<file path="config.mk">
export PLATFORM = sky130hd
export DESIGN_NAME = lapic_cdtimer
export DESIGN_NICKNAME = d
export VERILOG_FILES = /design/src/rtl/lct_pkg.sv /design/src/rtl/lct_regs.sv /design/src/rtl/lct_prescaler.sv /design/src/rtl/lct_counter.sv /design/src/rtl/lapic_cdtimer.sv
export SDC_FILE = /design/constraint.sdc
export NUM_CORES = 1
export LEC_CHECK = 0
export BUFFER_PORTS_ARGS = -buffer_cell sky130_fd_sc_hd__clkbuf_2
export CORE_ASPECT_RATIO = 0.5
export CORE_MARGIN = 2
export CORE_UTILIZATION = 45
export DETAILED_ROUTE_END_ITERATION = 10
export PLACE_DENSITY = 0.64
export SYNTH_ARGS = -nofsm -noshare
export SYNTH_HDL_FRONTEND = slang
export SYNTH_HIERARCHICAL = 1
export SYNTH_SLANG_ARGS = --single-unit
</file>
<file path="constraint.sdc">
create_clock -name clk -period 2.7 [get_ports clk]
set_input_delay 0.54 -clock clk [delete_from_list [all_inputs] [get_ports clk]]
set_output_delay 0.54 -clock clk [all_outputs]
set_load 0.005 [all_outputs]
</file>
<file path="src/rtl/lct_pkg.sv">
package lct_pkg;
  localparam int IDX_W    = 2;
  localparam int MASK_BIT = 16;
  localparam int PER_BIT  = 17;

  typedef enum logic [IDX_W-1:0] {
    IDX_ENTRY = 2'd0,
    IDX_INIT  = 2'd1,
    IDX_CUR   = 2'd2,
    IDX_DIV   = 2'd3
  } reg_idx_e;

  // scrambled code {b3,b1,b0}; shift = code+1 wrapping in 3 bits
  function automatic logic [2:0] div_shift(input logic [3:0] cfg);
    logic [2:0] code;
    code = {cfg[3], cfg[1:0]};
    return code + 3'd1;
  endfunction
endpackage

</file>
<file path="src/rtl/lct_regs.sv">
module lct_regs
  import lct_pkg::*;
#(
  parameter int DATA_W = 32
) (
  input  logic              clk,
  input  logic              rst,
  input  logic              wr_en,
  input  logic [IDX_W-1:0]  wr_idx,
  input  logic [DATA_W-1:0] wr_data,
  output logic [DATA_W-1:0] entry_q,
  output logic [DATA_W-1:0] init_q,
  output logic [3:0]        div_q,
  output logic              load,
  output logic              entry_wr
);
  localparam logic [DATA_W-1:0] ENTRY_RST = DATA_W'(1) << MASK_BIT;

  assign load     = wr_en && (wr_idx == IDX_INIT);
  assign entry_wr = wr_en && (wr_idx == IDX_ENTRY);

  always_ff @(posedge clk) begin
    if (rst) begin
      entry_q <= ENTRY_RST;
      init_q  <= '0;
      div_q   <= '0;
    end else if (wr_en) begin
      case (wr_idx)
        IDX_ENTRY: entry_q <= wr_data;
        IDX_INIT:  init_q  <= wr_data;
        IDX_DIV:   div_q   <= {wr_data[3], 1'b0, wr_data[1:0]};
        default:   ;
      endcase
    end
  end
endmodule

</file>
<file path="src/rtl/lct_prescaler.sv">
module lct_prescaler #(
  parameter int SHIFT_W = 3
) (
  input  logic               clk,
  input  logic               rst,
  input  logic               restart,
  input  logic [SHIFT_W-1:0] shift,
  output logic               tick
);
  localparam int PRE_W = (1 << SHIFT_W) - 1;

  logic [PRE_W-1:0] pre_q;
  logic [PRE_W-1:0] sel;

  assign sel  = ~({PRE_W{1'b1}} << shift);
  assign tick = ((pre_q & sel) == sel);

  always_ff @(posedge clk) begin
    if (rst || restart) pre_q <= '0;
    else                pre_q <= pre_q + 1'b1;
  end
endmodule

</file>
<file path="src/rtl/lct_counter.sv">
module lct_counter #(
  parameter int DATA_W = 32,
  parameter int VEC_W  = 8
) (
  input  logic              clk,
  input  logic              rst,
  input  logic              load,
  input  logic [DATA_W-1:0] load_val,
  input  logic [DATA_W-1:0] init_val,
  input  logic              tick,
  input  logic              periodic,
  input  logic              masked,
  input  logic [VEC_W-1:0]  vector,
  input  logic              entry_wr,
  input  logic              new_periodic,
  output logic [DATA_W-1:0] cur_q,
  output logic              irq_valid,
  output logic [VEC_W-1:0]  irq_vector
);
  logic armed_q;
  logic zero;
  logic fire;

  assign zero = (cur_q == '0);
  assign fire = !load && tick && zero && (periodic || armed_q);

  always_ff @(posedge clk) begin
    if (rst) begin
      cur_q      <= '0;
      armed_q    <= 1'b0;
      irq_valid  <= 1'b0;
      irq_vector <= '0;
    end else begin
      irq_valid  <= fire && !masked;
      irq_vector <= vector;
      if (load) begin
        cur_q   <= load_val;
        armed_q <= (load_val != '0);
      end else begin
        if (tick) begin
          if (!zero)         cur_q <= cur_q - 1'b1;
          else if (periodic) cur_q <= init_val;
        end
        if ((fire && !periodic) || (entry_wr && !new_periodic && zero))
          armed_q <= 1'b0;
      end
    end
  end
endmodule

</file>
<file path="src/rtl/lapic_cdtimer.sv">
module lapic_cdtimer
  import lct_pkg::*;
#(
  parameter int DATA_W  = 32,
  parameter int VEC_W   = 8,
  parameter int SHIFT_W = 3
) (
  input  logic              clk,
  input  logic              rst,
  input  logic              wr_en,
  input  logic [1:0]        wr_idx,
  input  logic [31:0]       wr_data,
  input  logic [1:0]        rd_idx,
  output logic [31:0]       rd_data,
  output logic              irq_valid,
  output logic [7:0]        irq_vector
);
  logic [DATA_W-1:0] entry_q;
  logic [DATA_W-1:0] init_q;
  logic [3:0]        div_q;
  logic [DATA_W-1:0] cur_q;
  logic              load;
  logic              entry_wr;
  logic              tick;

  lct_regs #(.DATA_W(DATA_W)) u_regs (
    .clk(clk), .rst(rst), .wr_en(wr_en), .wr_idx(wr_idx), .wr_data(wr_data),
    .entry_q(entry_q), .init_q(init_q), .div_q(div_q),
    .load(load), .entry_wr(entry_wr)
  );

  lct_prescaler #(.SHIFT_W(SHIFT_W)) u_pre (
    .clk(clk), .rst(rst), .restart(load),
    .shift(div_shift(div_q)), .tick(tick)
  );

  lct_counter #(.DATA_W(DATA_W), .VEC_W(VEC_W)) u_cnt (
    .clk(clk), .rst(rst), .load(load), .load_val(wr_data), .init_val(init_q),
    .tick(tick), .periodic(entry_q[PER_BIT]), .masked(entry_q[MASK_BIT]),
    .vector(entry_q[VEC_W-1:0]), .entry_wr(entry_wr),
    .new_periodic(wr_data[PER_BIT]),
    .cur_q(cur_q), .irq_valid(irq_valid), .irq_vector(irq_vector)
  );

  always_comb begin
    case (rd_idx)
      IDX_ENTRY: rd_data = entry_q;
      IDX_INIT:  rd_data = init_q;
      IDX_CUR:   rd_data = cur_q;
      default:   rd_data = {{(DATA_W-4){1'b0}}, div_q};
    endcase
  end
endmodule

</file>
==> metrics.yaml <==
utilization_pct: 54.4
ys_ff_latch: 116
relSlewSlack_pct: 57.5
finalPower_mw: 5.60
holdCritPathClass: "primary input to flip-flop"
r2r_end: "u_cnt/cur_q[13]"
cp-end-kind: "flip-flop"
setup_viol: 0
cts_tree: "built"
r2r_slack_ps: 180
first_pass_iters: 5
fin_nets: 853
syn_nets: 770
cp-start-kind: "flip-flop"
grt_pass1_wl_um: 31200
dpl.cell_count: 989
vias_per_cell: 5.88
cp.arrival_ps: 2820
fin_setup_tns_ps: 0
drive_gt1_share_pct: 20.3
crit_family: "simple AND/OR/NAND/NOR gates"
clkPwrFrac_pct: 40.4
ys_types: 70
final_cells: 1020
die_w_um: 176
hold_ws_ps: 400
synth_edf_count: 0
drtAntennaViolNets: 0
hold_end: "u_cnt/cur_q[24]"
dp_hpwl_um: 13800
drc_errors: 0
finalHoldViolCount: 0
async_flop_share_pct: 0
ios: 80
drtIter0Drc: 614
critPathBufInv: 2
rsz0062_at_grt: "no"
crit_start: "u_cnt/cur_q[1]"
start_util_pct: 46.0
cts-root-buf: "clkbuf_16"
yosys_warnings: 6
place.gp.congestion: 0.979
slew_violations: 0
cp_data_required_time_ps: 3000
overflow: 0
cts.path.max_buffers: 2
reg2regPathDepth: 9
wl_um: 19700
core_sq_um: 14500
io_buffer_count: 79
syn_inst: 727
critPathKind: "flip-flop to flip-flop"
grt_antenna_before_repair: 0
tightest_slew_ps: 631
max_freq_ghz: 0.396
clk_latency_ps: 410
clock-sinks: 116
cp_slowest_cell: "or3_1"
syn_area_sq_um: 6650
cp_cell_sequence: "inv_1 -> ha_1 -> nor3b_1 -> nand4_2 -> or3_1 -> buf_4 -> nand2_1 -> a21oi_1 -> a221o_1"
setup_ws_ps: 176
mostFrequentLayoutCells: "dfxtp_1 (116), nand2b_1 (100), mux2i_1 (96)"
die_y_um: 90.0
layout_min_cycle_time_ps: 2520
syn_avg_cell_area_sq_um: 9.15
area_growth_pct: 18.4
grt_pass1_vias: 5644
internal_power_mw: 3.85
clk_pin_slew_ps: 50
timing.rr.start: "u_cnt/cur_q[1]"
via_count: 6000
grt_max_degree: 129
finalCritPeriodShare_pct: 93.5
min_from: "wr_data[24]"
htreeDepth: 4
vdd_drop_max_mv: 0.535
p_sw_mw: 1.75
p_sw_share_pct: 31.2
final.setup_skew_ps: 8.89
maxCapViolations: 0
dieArea_sq_um: 15800
cts-buffers-inserted: 17
pre_cts_ws_ps: 176
pwr-share-comb_pct: 24.5
fin_area_sq_um: 7880
total_leakage_power_nw: 3.24
whs_path_depth: 3
cpPeakStageDelay_ps: 520
seq_area_frac_synth_pct: 34.9
final_common_cell: "dfxtp_1"
post_drt_wl_per_cell_um: 19.3
cellPowerDensity_nw_per_um2: 711
diodes: 0
status: "finished clean"
place_area_sq_um: 7280
floorplan.rows: 31
ys.flop_type: "dfxtp_1"
track_usage_pct: 25.0
cp_max_fo: 8
pwr-share-seq_pct: 35.1
==> Yosys cell counts, types with 4 or more instances <==
library cell  number  area share, %
a41oi_1            8            1.1
buf_2             10           0.75
nor4_1            17            1.6
nand4_1            6           0.56
xnor2_1           14            1.8
nand2b_1         100            9.4
dfxtp_1          116             35
mux2i_1           96             14
nor2b_1           12            1.1
xor2_1            10            1.3
a221o_1            5           0.75
nor3_1            21            1.6
o2bb2ai_1         28            3.7
a21o_1             4           0.45
nor2_1            41            2.3
clkbuf_1          30            1.7
o21ai_0           16            1.2
nand3_1           15            1.1
buf_4              5           0.56
a31oi_1            5           0.47
ha_1               4           0.75
buf_12             5            1.5
inv_1             10           0.56
a21oi_1           33            2.5
a22oi_1           13            1.5
o31ai_1            5           0.56
nand2_1           27            1.5
or3_1              7           0.66
==> layer usage <==
| layer | global-route usage [%] | wire, um | up-vias |
|---|---|---|---|
| li1 | - | - | 2838 |
| met1 | 38.7 | 10000 | 2905 |
| met2 | 34.4 | 7970 | 237 |
| met3 | 4.82 | 1390 | 20 |
| met4 | 7.85 | 272 | 0 |
| met5 | 0 | 0 | - |
==> registers in the layout (all words and copies together), names as in the netlist <==
name	flops
u_regs/div_q	3
u_cnt/irq_valid	1
u_pre/pre_q	7
u_cnt/armed_q	1
u_regs/init_q	32
u_regs/entry_q	32
u_cnt/irq_vector	8
u_cnt/cur_q	32
==> layout make-up <==
type | instances | area, sq um
fillers | 1325 | 6590
multi-input cells | 546 | 3960
flip-flops and latches | 116 | 2320
repair buffers | 116 | 698
clock buffers | 23 | 488
well taps | 198 | 248
clock inverters | 8 | 100
inverters | 13 | 61.3
==> worst max path at each step <==
stage                           end  slack [ps]  depth (start not counted)
finish              u_cnt/cur_q[13]         180                          9
CTS                 u_cnt/irq_valid         140                         10
floorplan           u_cnt/cur_q[26]         400                          9
detailed placement  u_cnt/irq_valid         180                         10
global route        u_cnt/irq_valid          20                         10
global placement    u_cnt/irq_valid         200                         10
==> power groups by stage <==
stage	clock network (mW)	registers, mW	logic, mW
after floorplan	0	1.96	0.925
after global placement	0	1.99	1.32
after detailed placement	0	1.99	1.33
after CTS	2.28	1.96	1.34
after global routing	2.37	1.98	1.48
final	2.26	1.96	1.37
==> cell families (layout without fill, tap and decap cells) <==
group                      after synthesis  count (layout)  share of synthesized area, %
and+or+nand+nor                        272             272                          23.7
AOI/OAI and AO/OA                      144             144                          15.6
DFF                                    116             116                          34.9
muxes                                  101             101                          16.0
buffers and inverters                   65             160                          5.78
xor gates and xnor gates                24              24                          3.16
adders and majority gates                4               4                         0.753
other                                    1               1                        0.0564
==> worst register-to-register path: cells and delay by family, from the launching register on <==
| kind | cells | cell delay (ps) |
|---|---|---|
| AND/OR/NAND/NOR | 4 | 1290 |
| AO/OA/AOI/OAI | 2 | 310 |
| adder cells (fa/ha/maj) | 1 | 130 |
| flip-flops | 1 | 370 |
| buffers and inverters | 2 | 330 |
==> what timing repair did <==
action                                  in CTS  in global routing
hold buffers                                 0                  0
setup buffers                                0                  0
endpoints found under the setup margin       0                  3
gates resized for setup                      0                  2
Note: power is estimated with default switching activity, not from simulation.
